[config.mk]
export PLATFORM = sky130hd
export DESIGN_NAME = ecc_ctrl_reg
export DESIGN_NICKNAME = d
export VERILOG_FILES = /design/src/rtl/ecc_reg_pkg.sv /design/src/rtl/ecc_inject_req.sv /design/src/rtl/ecc_sticky_status.sv /design/src/rtl/ecc_ctrl_reg.sv
export SDC_FILE = /design/constraint.sdc
export NUM_CORES = 1
export LEC_CHECK = 0
export BUFFER_PORTS_ARGS = -buffer_cell sky130_fd_sc_hd__buf_2
export CAP_MARGIN = 20
export CORE_MARGIN = 2
export CORE_UTILIZATION = 36
export CTS_CLUSTER_SIZE = 28
export DETAILED_ROUTE_END_ITERATION = 12
export PLACE_DENSITY_LB_ADDON = 0.3
export SLEW_MARGIN = 10
export SYNTH_ARGS = -nofsm -noshare
export SYNTH_HDL_FRONTEND = slang
export SYNTH_SLANG_ARGS = --single-unit
export TNS_END_PERCENT = 20
[constraint.sdc]
create_clock -name clk -period 1.58 [get_ports clk]
set_clock_uncertainty 0.05 [all_clocks]
set_input_delay 0.316 -clock clk [delete_from_list [all_inputs] [get_ports clk]]
set_output_delay 0.316 -clock clk [all_outputs]
set_load 0.02 [all_outputs]
[src/rtl/ecc_reg_pkg.sv]
package ecc_reg_pkg;

    localparam int NUM_RAMS = 2;
    localparam int KINDS    = 2;
    localparam int NTRIG    = NUM_RAMS * KINDS;
    localparam int EN_BIT   = 0;
    localparam int TRIG_LSB = EN_BIT + 1;
    localparam int STAT_LSB = TRIG_LSB + NTRIG;
    localparam int USED_W   = STAT_LSB + NTRIG;

    typedef enum int {KIND_SINGLE = 0, KIND_DOUBLE = 1} err_kind_e;

    typedef struct packed {
        logic [NTRIG-1:0] status;
        logic [NTRIG-1:0] trig;
        logic             en;
    } ctrl_view_t;

    function automatic logic [NTRIG-1:0] pack_pairs(
        input logic [NUM_RAMS-1:0] sgl,
        input logic [NUM_RAMS-1:0] dbl
    );
        logic [NTRIG-1:0] v;
        for (int r = 0; r < NUM_RAMS; r++) begin
            v[KINDS*r + KIND_SINGLE] = sgl[r];
            v[KINDS*r + KIND_DOUBLE] = dbl[r];
        end
        return v;
    endfunction

endpackage

[src/rtl/ecc_inject_req.sv]
module ecc_inject_req #(
    parameter int NUM = 2
) (
    input  logic           clk,
    input  logic           rst,
    input  logic [NUM-1:0] arm,
    input  logic           ram_wr,
    output logic [NUM-1:0] inj
);
    logic [NUM-1:0] pend_q;

    assign inj = pend_q & {NUM{ram_wr}};

    always_ff @(posedge clk) begin
        if (rst) pend_q <= '0;
        else     pend_q <= (pend_q & ~inj) | arm;
    end
endmodule

[src/rtl/ecc_sticky_status.sv]
module ecc_sticky_status #(
    parameter int N = 4
) (
    input  logic         clk,
    input  logic         rst,
    input  logic         en,
    input  logic [N-1:0] evt,
    input  logic [N-1:0] clr,
    output logic [N-1:0] status
);
    logic [N-1:0] set_v;

    assign set_v = evt & {N{en}};

    always_ff @(posedge clk) begin
        if (rst) status <= '0;
        else     status <= set_v | (status & ~clr);
    end
endmodule

[src/rtl/ecc_ctrl_reg.sv]
module ecc_ctrl_reg
    import ecc_reg_pkg::*;
#(
    parameter int REG_W = 32
) (
    input  logic                clk,
    input  logic                cold_rst,
    input  logic                warm_rst,
    input  logic                reg_wr,
    input  logic [REG_W-1:0]    reg_wdata,
    output logic [REG_W-1:0]    reg_rdata,
    output logic                irq,
    input  logic [NUM_RAMS-1:0] ram_wr,
    output logic [NUM_RAMS-1:0] inj_sbe,
    output logic [NUM_RAMS-1:0] inj_dbe,
    input  logic [NUM_RAMS-1:0] err_sbe,
    input  logic [NUM_RAMS-1:0] err_dbe
);
    localparam int PAD_W = REG_W - USED_W;

    ctrl_view_t       wr_view;
    ctrl_view_t       rd_view;
    logic             en_q;
    logic [NTRIG-1:0] trig_q;
    logic [NTRIG-1:0] stat_q;
    logic [NTRIG-1:0] rise;
    logic [NTRIG-1:0] clr;

    assign wr_view = ctrl_view_t'(reg_wdata[USED_W-1:0]);

    always_ff @(posedge clk) begin
        if (cold_rst) begin
            en_q   <= 1'b0;
            trig_q <= '0;
        end else if (reg_wr) begin
            en_q   <= wr_view.en;
            trig_q <= wr_view.trig;
        end
    end

    assign rise = {NTRIG{reg_wr}} & wr_view.trig & ~trig_q;
    assign clr  = {NTRIG{reg_wr}} & wr_view.status;

    for (genvar r = 0; r < NUM_RAMS; r++) begin : g_ram
        logic [KINDS-1:0] inj_pair;
        ecc_inject_req #(.NUM(KINDS)) u_inj (
            .clk    (clk),
            .rst    (cold_rst),
            .arm    (rise[KINDS*r +: KINDS]),
            .ram_wr (ram_wr[r]),
            .inj    (inj_pair)
        );
        assign inj_sbe[r] = inj_pair[KIND_SINGLE];
        assign inj_dbe[r] = inj_pair[KIND_DOUBLE];
    end

    ecc_sticky_status #(.N(NTRIG)) u_stat (
        .clk    (clk),
        .rst    (cold_rst),
        .en     (en_q),
        .evt    (pack_pairs(err_sbe, err_dbe)),
        .clr    (clr),
        .status (stat_q)
    );

    assign rd_view.en     = en_q;
    assign rd_view.trig   = trig_q;
    assign rd_view.status = stat_q;

    assign reg_rdata = {{PAD_W{1'b0}}, rd_view};
    assign irq       = en_q & (|stat_q);
endmodule

== Word-level counts from Yosys, hierarchy flattened ==
Index checks and enable logic that the tools add are counted.

* Register bits after elaboration: 13
* Input port bits: 42
* Output and inout port bits: 37

* Bitwise operators: 17
* Reductions and logical operators: 1

{| class="wikitable"
|+ Operators by type and width
! operator !! count
|-
| 4-bit bitwise AND || 5
|-
| 2-bit bitwise AND || 4
|-
| 4-bit inverter || 2
|-
| 2-bit inverter || 2
|-
| 2-bit OR || 2
|-
| 4-bit OR || 1
|-
| 4-bit OR reduction || 1
|-
| 1-bit bitwise AND || 1
|}

== Longest topological paths before layout ==
* Depth in word-level cells: 4
* Mapped depth: 3
* Mapped depth without buffers: 2

== Modules after synthesis ==
From an unflattened synthesis, not the netlist that was laid out.

* Cells, all modules: 87
* Area total of the unflattened synthesis: 742.0 um^2

{| class="wikitable"
|+ Modules (own cells, without submodules)
! module !! cells an instance !! area an instance (um^2) !! instances
|-
| ecc_ctrl_reg || 51 || 431.7 || 1
|-
| ecc_inject_req || 10 || 85.1 || 2
|-
| ecc_sticky_status || 16 || 140.1 || 1
|}

== Worst setup path after synthesis ==
OpenSTA, ideal clock, no wires.

* Path kind: register to output
* From: reg u_stat.status[1]
* To: out irq
* Setup slack: 0.330 ns
* Arrival: 0.884 ns
* Cell stages (with the launch flop): 2
* Path through: dfxtp_1 o41a_1

* Cells in the longest elaborated chain, start to end: 2

{| class="wikitable"
|+ Ends and longest elaborated chain
! item !! line !! source
|-
| start: declaration || ecc_sticky_status.sv:9 || <nowiki>output logic [N-1:0] status</nowiki>
|-
| start signal: assignment || ecc_sticky_status.sv:17 || <nowiki>else status <= set_v | (status & ~clr);</nowiki>
|-
| 4-bit OR reduction || ecc_ctrl_reg.sv:71 || <nowiki>assign irq = en_q & (|stat_q);</nowiki>
|-
| 1-bit bitwise AND || ecc_ctrl_reg.sv:71 ||
|-
| end: declaration || ecc_ctrl_reg.sv:12 || <nowiki>output logic irq,</nowiki>
|}

No other way between the ends.

== Worst setup path in the final report ==
Same ends and word-level chain as after synthesis.

==> impl_metrics.env <==
export IMPL_layout_drive_gt1_share=0.3455
export IMPL_cp_end_kind="output pin"
export IMPL_final_instance_count_excl_fill=137
export IMPL_place_gp_congestion=0.6352
export IMPL_postSynthCellCount=79
export IMPL_synth_top_family_by_area="buffers and inverters"
export IMPL_drv_slew=0
export IMPL_min_delay_path_class="primary input to flip-flop"
export IMPL_remaining_drc_errors=0
export IMPL_ant_nets=0
export IMPL_flow_area_growth_from_synthesis_pct=14.09
export IMPL_pin_count_of_the_biggest_net_entering_global_routing=14
export IMPL_yosys_mux_area_fraction=0.06957
export IMPL_synth_top_cells_by_area="dfxtp_1 (36%), buf_4 (25%), mux2i_1 (7.0%)"
export IMPL_detailroute_via_count=531
export IMPL_clkSinkCount=13
export IMPL_register_area_sq_um=260.3
export IMPL_post_cts_resized=0
export IMPL_max_clock_freq_mhz=657.6
export IMPL_synth_top_cell_by_area="dfxtp_1"
export IMPL_synth_seq_area_share=0.3617
export IMPL_place_hpwl_microns=860.5
export IMPL_cts_tree="done"
export IMPL_layout_worst_path_cycle_share=0.9625
export IMPL_initial_utilization=0.3743
export IMPL_finalCoreUtilization=0.4271
export IMPL_timing_rr_end="u_stat.status[2]$_SDFF_PP0_"
export IMPL_critical_path_startpoint="u_stat.status[1]$_SDFF_PP0_"
export IMPL_antenna_cells=0
export IMPL_post_synth_and_or_nand_nor_area_fraction=0.1583
export IMPL_ir_worst_vdd_uv=461.2
export IMPL_share_of_the_synthesized_netlist_area_taken_by_xor_and_xnor_gates=0
export IMPL_power_density_nw_per_um2=855.9
export IMPL_globalRouteTotalUtil=0.09635
export IMPL_dp_cells=133
export IMPL_mappedNetlistArea_sq_um=719.4
export IMPL_static_leakage_power_nw=0.4299
export IMPL_synth_compound_gate_area_share=0.1322
export IMPL_num_rows=16
export IMPL_layout_nets=153
export IMPL_post_synth_num_cell_types=16
export IMPL_r2r_cells=2
export IMPL_route_detailed_vias_per_inst=3.876
export IMPL_cell_depth_of_the_worst_min_delay_path=3
export IMPL_synth_adder_area_share=0
export IMPL_numCtsBuffers=3
export IMPL_crit_path_max_fanout=3
export IMPL_overflow=0
export IMPL_timing_rr_start="u_stat.status[2]$_SDFF_PP0_"
export IMPL_multi_input_area_sq_um=345.3
export IMPL_drtPass1Iterations=4
export IMPL_detailedRoute_firstIterationViolations=1
export IMPL_required_ps=1210
export IMPL_number_of_global_route_vias_before_repair=446
export IMPL_timing_hold_worst_endpoint="en_q$_SDFFE_PP0P_"
export IMPL_htreeDepth=1
export IMPL_worst_setup_path_type="flip-flop to output pin"
export IMPL_clock_tree_buffer_depth=2
export IMPL_crit_path_start_kind="flip-flop"
export IMPL_ys_warnings_count=0
export IMPL_yosys_cell_count_top_type="buf_4"
export IMPL_syn_mean_instance_area_sq_um=9.107
export IMPL_rsz_0062_raised_after_global_routing="no"
export IMPL_grt_pass1_wl_microns=1752
export IMPL_chipHeight_microns=48.71
export IMPL_later_pin_clock_latency_in_the_skew_report_ps=270
export IMPL_synth_async_sr_flop_share=0
export IMPL_report_power_total_mw=0.7025
export IMPL_setup_violations=0
export IMPL_timing_reg2reg_setup_slack_ps=740
export IMPL_io_buffer_count=31
export IMPL_totalNegativeSetupSlack_ps=0
export IMPL_synth_ff_type="dfxtp_1"
export IMPL_yosys_area_top_type_share=0.3617
export IMPL_die_width_microns=48.71
export IMPL_layout_filler_cells=204
export IMPL_die_area_sq_um=2372
export IMPL_post_cts_repair_setup_buffers=0
export IMPL_cts_hold_fix_buffers=0
export IMPL_io_pins=79
export IMPL_hp_start="reg_wdata[0]"
export IMPL_final_hold_viol_count=0
export IMPL_cp_data_arrival_time_ps=1150
export IMPL_synth_seq_cells=13
export IMPL_reg_clk_slew_reported_paths_ps=70
export IMPL_max_cap_viol_count=0
export IMPL_totalWireLength_microns=1097
export IMPL_number_of_enable_type_register_cells_in_the_synthesized_netlist=0
export IMPL_clock_root_buffer="clkbuf_4"
export IMPL_antenna_found_initial=0
export IMPL_synth_top_cells_by_count="buf_4 (24), dfxtp_1 (13), a21oi_1 (7)"
export IMPL_drt_wirelength_per_cell_microns=8.007
export IMPL_run_status="finished clean"
export IMPL_finalWorstPathRequiredPeriod_ps=1521
export IMPL_core_sq_um=1922
-- cell families after synthesis --
kind of cell    after synthesis
buf+inv                      26
compound gates               13
simple gates                 21
other cells                   1
flops                        13
mux                           5
-- cell type report --
type / instances / share of cell area
Clock buffer: 4 / 0.03201
Sequential cell: 13 / 0.3171
Tap cell: 27 / 0.04116
Multi-Input combinational cell: 62 / 0.4207
Timing Repair Buffer: 31 / 0.1890
-- worst max path at each step --
stage / slack, ps / to / cells after the start
floorplan: 330 / irq / 1
detailed placement: 350 / irq / 2
global route: 10 / irq / 2
finish: 60 / irq / 2
CTS: 50 / irq / 2
global placement: 350 / irq / 2
-- through the flow --
stage | setup slack [ps] | hold slack, ps | area [sq um]
after CTS | 46.13 | 220.7 | 820.8
after detailed placement | 354.2 | 406.5 | 794.5
after global routing | 9.506 | 240.5 | 820.8
final | 59.30 | 230.0 | 820.8
after global placement | 347.6 | 403.0 | 794.5
after floorplan | 329.9 | 335.1 | 802.0
-- where the power goes --
part | switching [mW] | internal (mW) | total (mW)
Clock | 0.0996 | 0.0976 | 0.197
Combinational | 0.102 | 0.0477 | 0.150
Sequential | 0.0109 | 0.345 | 0.356
-- cell usage in the layout, fill, tap and decap left out --
| cell | n |
|---|---|
| conb_1 | 23 |
| o41a_1 | 1 |
| mux2i_1 | 5 |
| a21bo_1 | 1 |
| a21oi_2 | 1 |
| clkbuf_1 | 1 |
| nor2_1 | 5 |
| nand3b_1 | 4 |
| clkbuf_4 | 3 |
| a21oi_1 | 7 |
| dfxtp_1 | 13 |
| and2_1 | 4 |
| nand2_1 | 4 |
| nand2b_1 | 4 |
| a21bo_2 | 3 |
| buf_2 | 31 |
-- routing by layer --
layer  track usage  up-vias  part of all wire
li1              -      275                 -
met3       0.02160        4              0.10
met2        0.1461       36              0.40
met5             0        -                 0
met4       0.07143        0             0.017
met1        0.1188      216              0.48
-- registers in the layout, indices dropped and copies added (netlist names) --
register            count
g_ram.u_inj.pend_q      4
en_q                    1
trig_q                  4
u_stat.status           4
-- critical path, stage by stage, from the launching register on --
cell and delay [ps]:
dfxtp_1 320, o41a_1 400, buf_2 160
Note: power is estimated with default switching activity, not from simulation.
